==> src/rtl/stereo_pkg.sv <==
package stereo_pkg;

    typedef enum logic [1:0] {
        S_IDLE,
        S_DIFF,
        S_SQR,
        S_MIN
    } stage_e;

    // Bits needed to hold win full-scale squares without wrapping.
    function automatic int cost_width(input int pix_w, input int win);
        longint full;
        full = longint'(win) * ((longint'(1) << pix_w) - 1) * ((longint'(1) << pix_w) - 1);
        return $clog2(full + 1);
    endfunction

endpackage

==> src/rtl/stereo_hist.sv <==
module stereo_hist #(
    parameter int PIX_W = 8,
    parameter int WIN   = 11,
    parameter int SRCH  = 4
) (
    input  logic clk,
    input  logic rst_n,
    input  logic shift_en,
    input  logic diff_en,
    input  logic [PIX_W-1:0] left_px,
    input  logic [PIX_W-1:0] right_px,
    output logic [2*SRCH*WIN-1:0][PIX_W:0] diffs,
    output logic hist_full
);
    localparam int HALF   = (WIN - 1) / 2;
    localparam int CAND   = 2 * SRCH;
    localparam int LDEP   = 2 * HALF + SRCH + 1;
    localparam int RDEP   = 2 * HALF + 2 * SRCH;
    localparam int DIFF_W = PIX_W + 1;
    localparam int FILL_W = $clog2(RDEP + 1);

    // Element 0 holds the newest sample; higher elements are older.
    logic [LDEP-1:0][PIX_W-1:0] lh;
    logic [RDEP-1:0][PIX_W-1:0] rh;
    logic [FILL_W-1:0] fill;
    logic [CAND*WIN-1:0][DIFF_W-1:0] diff_nx;

    // Stage 1: shift the history, then place the new pair at the newest end.
    always_ff @(posedge clk or negedge rst_n) begin
        if (!rst_n) begin
            lh   <= '0;
            rh   <= '0;
            fill <= '0;
        end else if (shift_en) begin
            lh <= {lh[LDEP-2:0], left_px};
            rh <= {rh[RDEP-2:0], right_px};
            if (fill != FILL_W'(RDEP)) begin
                fill <= fill + 1'b1;
            end
        end
    end

    assign hist_full = (fill == FILL_W'(RDEP));

    // Stage 2: one difference per (candidate, tap).
    // A left tap u sits 2*HALF+SRCH-u samples back; the right tap for
    // candidate c sits a further c-(SRCH-1) toward the newest end.
    always_comb begin
        for (int c = 0; c < CAND; c++) begin
            for (int u = 0; u < WIN; u++) begin
                diff_nx[c*WIN+u] = {1'b0, lh[2*HALF+SRCH-u]}
                                 - {1'b0, rh[2*HALF+2*SRCH-1-u-c]};
            end
        end
    end

    always_ff @(posedge clk or negedge rst_n) begin
        if (!rst_n) begin
            diffs <= '0;
        end else if (diff_en) begin
            diffs <= diff_nx;
        end
    end

    AST_FILL_MONO: assert property (@(posedge clk) disable iff (!rst_n)
        fill >= $past(fill)) else $error("fill count went backwards");

endmodule

==> src/rtl/stereo_sqacc.sv <==
module stereo_sqacc #(
    parameter int PIX_W = 8,
    parameter int WIN   = 11,
    parameter int CAND  = 8,
    parameter int LANES = 2,
    parameter int SUM_W = 20
) (
    input  logic clk,
    input  logic rst_n,
    input  logic clr,
    input  logic step,
    input  logic [CAND*WIN-1:0][PIX_W:0] diffs,
    output logic [CAND-1:0][SUM_W-1:0] costs,
    output logic last_beat
);
    localparam int DIFF_W = PIX_W + 1;
    localparam int SQ_W   = 2 * PIX_W;
    localparam int NGRP   = CAND / LANES;
    localparam int TAP_W  = (WIN > 1) ? $clog2(WIN) : 1;
    localparam int GRP_W  = (NGRP > 1) ? $clog2(NGRP) : 1;
    localparam int CIDX_W = (CAND > 1) ? $clog2(CAND) : 1;
    localparam int DIDX_W = $clog2(CAND * WIN);

    logic [TAP_W-1:0] tap;
    logic [GRP_W-1:0] grp;
    logic [LANES-1:0][CIDX_W-1:0] lane_cidx;
    logic [LANES-1:0][SUM_W-1:0] lane_sum;

    assign last_beat = (tap == TAP_W'(WIN - 1)) && (grp == GRP_W'(NGRP - 1));

    // Stage 3: each lane squares one difference per cycle.
    for (genvar m = 0; m < LANES; m++) begin : g_lane
        logic [DIFF_W-1:0] d;
        logic [DIFF_W-1:0] neg;
        logic [PIX_W-1:0] mag;
        logic [SQ_W-1:0] sq;
        logic [SUM_W:0] wide;

        assign lane_cidx[m] = CIDX_W'(int'(grp) * LANES + m);
        assign d    = diffs[DIDX_W'((int'(grp) * LANES + m) * WIN + int'(tap))];
        assign neg  = -d;
        assign mag  = d[DIFF_W-1] ? neg[PIX_W-1:0] : d[PIX_W-1:0];
        assign sq   = SQ_W'(mag) * SQ_W'(mag);
        assign wide = {1'b0, costs[lane_cidx[m]]} + (SUM_W + 1)'(sq);
        assign lane_sum[m] = wide[SUM_W-1:0];

        AST_NO_OVERFLOW: assert property (@(posedge clk) disable iff (!rst_n)
            step |-> !wide[SUM_W]) else $error("cost accumulator wrapped");
    end

    // Stage 4: per-candidate sums; tap counter runs inside the group counter.
    always_ff @(posedge clk or negedge rst_n) begin
        if (!rst_n) begin
            costs <= '0;
            tap   <= '0;
            grp   <= '0;
        end else if (clr) begin
            costs <= '0;
            tap   <= '0;
            grp   <= '0;
        end else if (step) begin
            for (int m = 0; m < LANES; m++) begin
                costs[lane_cidx[m]] <= lane_sum[m];
            end
            if (tap == TAP_W'(WIN - 1)) begin
                tap <= '0;
                grp <= (grp == GRP_W'(NGRP - 1)) ? '0 : grp + 1'b1;
            end else begin
                tap <= tap + 1'b1;
            end
        end
    end

endmodule

==> src/rtl/stereo_argmin.sv <==
module stereo_argmin #(
    parameter int CAND  = 8,
    parameter int SUM_W = 20
) (
    input  logic [CAND-1:0][SUM_W-1:0] costs,
    output logic [$clog2(CAND)-1:0] best
);
    localparam int IDX_W = $clog2(CAND);

    // Stage 5: pairwise comparator tree, reduced in place level by level.
    // The higher-index side wins only on a strictly lower cost.
    always_comb begin
        logic [SUM_W-1:0] cv [CAND];
        logic [IDX_W-1:0] iv [CAND];
        for (int c = 0; c < CAND; c++) begin
            cv[c] = costs[c];
            iv[c] = IDX_W'(c);
        end
        for (int w = CAND / 2; w >= 1; w = w / 2) begin
            for (int n = 0; n < w; n++) begin
                if (cv[2*n+1] < cv[2*n]) begin
                    cv[n] = cv[2*n+1];
                    iv[n] = iv[2*n+1];
                end else begin
                    cv[n] = cv[2*n];
                    iv[n] = iv[2*n];
                end
            end
        end
        best = iv[0];
    end

endmodule

==> src/rtl/stereo_disparity.sv <==
module stereo_disparity #(
    parameter int PIX_W = 8,
    parameter int WIN   = 11,
    parameter int SRCH  = 4,
    parameter int LANES = 2
) (
    input  logic clk,
    input  logic rst_n,
    input  logic pix_vld,
    input  logic [PIX_W-1:0] left_px,
    input  logic [PIX_W-1:0] right_px,
    output logic disp_vld,
    output logic [$clog2(2*SRCH)-1:0] disp
);
    import stereo_pkg::*;

    localparam int CAND  = 2 * SRCH;
    localparam int IDX_W = $clog2(CAND);
    localparam int SUM_W = cost_width(PIX_W, WIN);

    stage_e st, nx;
    logic shift_en, diff_en, step, last_beat, hist_full, scan_bad;
    logic [CAND*WIN-1:0][PIX_W:0] diffs;
    logic [CAND-1:0][SUM_W-1:0] costs;
    logic [IDX_W-1:0] best;

    assign shift_en = (st == S_IDLE) && pix_vld;
    assign diff_en  = (st == S_DIFF);
    assign step     = (st == S_SQR);

    stereo_hist #(.PIX_W(PIX_W), .WIN(WIN), .SRCH(SRCH)) u_hist (
        .clk(clk), .rst_n(rst_n), .shift_en(shift_en), .diff_en(diff_en),
        .left_px(left_px), .right_px(right_px), .diffs(diffs), .hist_full(hist_full)
    );

    stereo_sqacc #(.PIX_W(PIX_W), .WIN(WIN), .CAND(CAND), .LANES(LANES), .SUM_W(SUM_W)) u_sqacc (
        .clk(clk), .rst_n(rst_n), .clr(diff_en), .step(step), .diffs(diffs),
        .costs(costs), .last_beat(last_beat)
    );

    stereo_argmin #(.CAND(CAND), .SUM_W(SUM_W)) u_argmin (
        .costs(costs), .best(best)
    );

    always_comb begin
        nx = st;
        unique case (st)
            S_IDLE: if (pix_vld)   nx = S_DIFF;
            S_DIFF:                nx = S_SQR;
            S_SQR:  if (last_beat) nx = S_MIN;
            S_MIN:                 nx = S_IDLE;
        endcase
    end

    always_ff @(posedge clk or negedge rst_n) begin
        if (!rst_n) st <= S_IDLE;
        else        st <= nx;
    end

    always_ff @(posedge clk or negedge rst_n) begin
        if (!rst_n) begin
            disp_vld <= 1'b0;
            disp     <= '0;
        end else begin
            disp_vld <= (st == S_MIN) && hist_full;
            if ((st == S_MIN) && hist_full) begin
                disp <= best;
            end
        end
    end

    // Independent linear scan of the tree result.
    always_comb begin
        scan_bad = 1'b0;
        for (int c = 0; c < CAND; c++) begin
            if (costs[c] < costs[best]) scan_bad = 1'b1;
            if ((IDX_W'(c) < best) && (costs[c] == costs[best])) scan_bad = 1'b1;
        end
    end

    AST_ARGMIN_TIE: assert property (@(posedge clk) disable iff (!rst_n)
        (st == S_MIN) |-> !scan_bad) else $error("tree pick is not lowest-index minimum");

    AST_SINGLE_PULSE: assert property (@(posedge clk) disable iff (!rst_n)
        disp_vld |=> !disp_vld) else $error("result strobe longer than one cycle");

    AST_IDLE_ON_RESULT: assert property (@(posedge clk) disable iff (!rst_n)
        disp_vld |-> (st == S_IDLE)) else $error("result issued while controller busy");

endmodule

==> config.mk <==
export PLATFORM = sky130hd
export DESIGN_NAME = stereo_disparity
export DESIGN_NICKNAME = d
export VERILOG_FILES = /design/src/rtl/stereo_pkg.sv /design/src/rtl/stereo_hist.sv /design/src/rtl/stereo_sqacc.sv /design/src/rtl/stereo_argmin.sv /design/src/rtl/stereo_disparity.sv
export SDC_FILE = /design/constraint.sdc
export NUM_CORES = 2
export LEC_CHECK = 0
export ABC_AREA = 1
export BUFFER_PORTS_ARGS = -buffer_cell sky130_fd_sc_hd__buf_4
export CAP_MARGIN = 20
export CORE_MARGIN = 2
export CORE_UTILIZATION = 40
export CTS_CLUSTER_SIZE = 28
export DETAILED_ROUTE_END_ITERATION = 6
export PLACE_DENSITY_LB_ADDON = 0.12
export SLEW_MARGIN = 30
export SYNTH_ARGS = -nofsm -noshare
export SYNTH_HDL_FRONTEND = slang
export SYNTH_HIERARCHICAL = 1
export SYNTH_SLANG_ARGS = --single-unit
==> constraint.sdc <==
create_clock -name clk -period 9.98 [get_ports clk]
set_input_delay 1.996 -clock clk [delete_from_list [all_inputs] [get_ports clk]]
set_output_delay 1.996 -clock clk [all_outputs]
set_load 0.01 [all_outputs]
==> flow_summary.yaml <==
status:
  outcome: "finished with violations"
  violations: "DRC"
yosys:
  synth-edff-count: 0
  synthArstFlopShare_pct: 100
  syn_area_mm2: 0.102
  yosysMostFrequentCell: "nand2_1"
  synthTopCellsByArea: "dfrtp_1, nand2_1, ha_1, nand3_1, inv_1"
  synth_seq_area_share_pct: 30.1
  ys_seq_elements: 1233
  synthTopCellsByCount: "nand2_1, inv_1, nand3_1, dfrtp_1, ha_1"
  yosysWarnings: 6
  synth_top_cell_area_share_pct: 30.1
  synth.avg_cell_area_um2: 6.83
  synth_cell_types: 60
  yosysTopAreaCell: "dfrtp_1"
  synthFlopType: "dfrtp_1"
  syn_nets: 16100
  synth_cells: 15000
placement:
  io_buffers: 22
  dp.final_hpwl_um: 367000
  gp_congestion: 1.02
global_routing:
  antenna_found_initial: 27
  grt_overflow: 0
  grt_pass1_wl_um: 684000
  gr-usage-all-layers_pct: 36.6
  grt_pass1_vias: 91400
  grt_max_degree: 220
timing:
  final_hold_viol_count: 0
  worst_pin_slew_ns: 1.17
  slew_headroom_pct: 21.7
  setup_viol: 0
  fin_crit_sh_pct: 94.2
  rsz0062_at_grt: "false"
  setup_tns_ns: 0
  slew_violations: 0
  post-route-min-period_ns: 9.40
  finalClockSkew_ns: 0.0663
  max_freq_mhz: 106
route:
  wirelength_um: 485000
  wl_per_cell_um: 26.5
  routed_via_density: 5.64
  vias: 103000
  drcViolationCount: 12
  first_pass_iters: 7
  drtIter0Drc: 14300
  antenna_left: 0
worst_setup_path:
  critPathKind: "flop to flop"
  crit_arrival_ns: 10.19
  worstPathMaxFanout: 60
  crit_slowest_cell: "fa_4"
  start_kind: "flop"
  r2r_setup_slack_ns: 0.58
  cp.required_ns: 10.76
  path_buf_inv: 11
  end_kind: "flop"
  cpLargestDelayFamily: "adder cells"
  slowest_delay_ns: 0.63
  path_common_cell: "nand2_1"
die:
  rows: 185
  fp.dieW_um: 510
  die_h_um: 510
  ios: 23
  coreArea_mm2: 0.254
  fp.dieArea_mm2: 0.260
  start_util_pct: 40.2
cells_and_area:
  fin_nets: 15900
  area_delta_synth_final_pct: 8.98
  drive_gt1_share_pct: 4.81
clock_network:
  cts.path.max_buffers: 3
  ctsRootBufferMaster: "clkbuf_16"
  hold_buffers: 0
  clock-sinks: 1233
  clk_pin_slew_ns: 0.06
  numCtsBuffers: 162
  cts_tree: "built"
  clk-insertion-delay-late_ns: 0.88
  htreeDepth: 4
hold_path:
  min_path_type: "flop to flop"
flow_run:
  drv_cap: 0
cell type report:
cell class                      instances  area [um^2]
Clock buffer                          222         4620
Multi-Input combinational cell      11400        61700
Clock inverter                         73         1100
Fill cell                           26700       143000
Sequential cell                      1233        30900
Inverter                             1709         6490
Antenna cell                           21         52.6
Tap cell                             3366         4210
Timing Repair Buffer                  251         2540
sequential cells by signal, indices dropped and copies added, names as in the netlist:
| register | cells |
|---|---|
| disp | 3 |
| u_sqacc/tap | 4 |
| u_sqacc/grp | 2 |
| u_sqacc/costs | 160 |
| u_hist/fill | 5 |
| u_hist/diffs | 792 |
| u_hist/lh | 120 |
| u_hist/rh | 144 |
| disp_vld | 1 |
| st | 2 |
final timing paths:
check | from | end | cells past startpoint
setup / recovery | u_sqacc/grp[0]$_DFFE_PN0P_ | u_sqacc/costs[119]$_DFFE_PN0P_ | 45
hold / removal | u_hist/lh[104]$_DFFE_PN0P_ | u_hist/lh[112]$_DFFE_PN0P_ | 2
setup reg to reg | u_sqacc/grp[0]$_DFFE_PN0P_ | u_sqacc/costs[119]$_DFFE_PN0P_ | 45
hold reg to reg | u_hist/lh[104]$_DFFE_PN0P_ | u_hist/lh[112]$_DFFE_PN0P_ | 2
max in group asynchronous | rst_n | u_hist/lh[38]$_DFFE_PN0P_ | 4
min in group asynchronous | rst_n | u_hist/lh[111]$_DFFE_PN0P_ | 1
cells by family after synthesis:
| family | after synthesis | synth area share [%] |
|---|---|---|
| and+or+nand+nor | 7809 | 31.9 |
| DFF | 1233 | 30.1 |
| adders and majority gates | 1115 | 14.8 |
| muxes | 30 | 0.301 |
| buffers and inverters | 2357 | 9.76 |
| AOI/OAI and AO/OA | 2299 | 11.9 |
| xor gates and xnor gates | 136 | 1.22 |
cells in the final DEF, fill, tap and decap left out, types with 12 or more instances in the layout:
| cell | synthesis | routed |
|---|---|---|
| a21oi_1 | 789 | 789 |
| a31oi_1 | 12 | 12 |
| a32o_1 | 14 | 14 |
| and2_1 | 152 | 151 |
| buf_12 | 0 | 46 |
| buf_4 | 134 | 200 |
| bufinv_16 | 0 | 15 |
| clkbuf_1 | 187 | 26 |
| clkbuf_16 | 0 | 162 |
| clkbuf_8 | 0 | 34 |
| clkinv_16 | 0 | 12 |
| clkinv_2 | 0 | 31 |
| dfrtp_1 | 1233 | 1220 |
| dfrtp_2 | 0 | 12 |
| diode_2 | 0 | 21 |
| fa_1 | 166 | 164 |
| ha_1 | 949 | 946 |
| inv_1 | 1682 | 1674 |
| inv_2 | 23 | 25 |
| mux2i_1 | 24 | 24 |
| nand2_1 | 5053 | 5052 |
| nand2_2 | 15 | 16 |
| nand3_1 | 1641 | 1641 |
| nand3b_1 | 114 | 114 |
| nand4_1 | 22 | 22 |
| nor2_1 | 695 | 693 |
| o211ai_1 | 108 | 108 |
| o21ai_0 | 929 | 927 |
| o21ai_1 | 312 | 314 |
| o22ai_1 | 74 | 74 |
| or2_2 | 90 | 90 |
| xnor2_1 | 82 | 82 |
| xor2_1 | 48 | 45 |
metal layers:
layer / up-vias / track usage [%] / share of wire [%]
li1: 48100 / - / -
met1: 48800 / 52.1 / 43
met2: 5122 / 51.8 / 41
met3: 918 / 8.22 / 11
met4: 18 / 17.7 / 5.7
met5: - / 0 / 0.029
metrics by stage:
| step | hold slack [ns] | worst slack, ns | instance area [um^2] | util [%] | cells |
|---|---|---|---|---|---|
| 2_1_floorplan | 0.446 | 1.65 | 102000 | - | 15000 |
| 3_5_place_dp | 0.465 | 0.310 | 106000 | 41.5 | 17900 |
| 4_1_cts | 0.458 | 0.292 | 111000 | 43.8 | 18200 |
| 3_3_place_gp | 0.456 | 0.369 | 106000 | 41.5 | 17900 |
| 5_1_grt | 0.480 | 0.0717 | 112000 | 43.8 | 18200 |
| 6_report | 0.463 | 0.576 | 112000 | 43.9 | 18300 |
timing repair:
action	4_1_cts	5_1_grt
setup buffers	0	5
endpoints found under the setup margin	0	8
gates resized for setup	0	4
worst min-delay path: cells and delay by family (launching register included):
family          cells  cell delay (ns)
compound gates      1             0.05
flops               1             0.33
simple gates        1             0.04
Power is left out: the tool's default activity adds up to more than one toggle a clock period on the data nets, which glitch-free logic cannot reach.
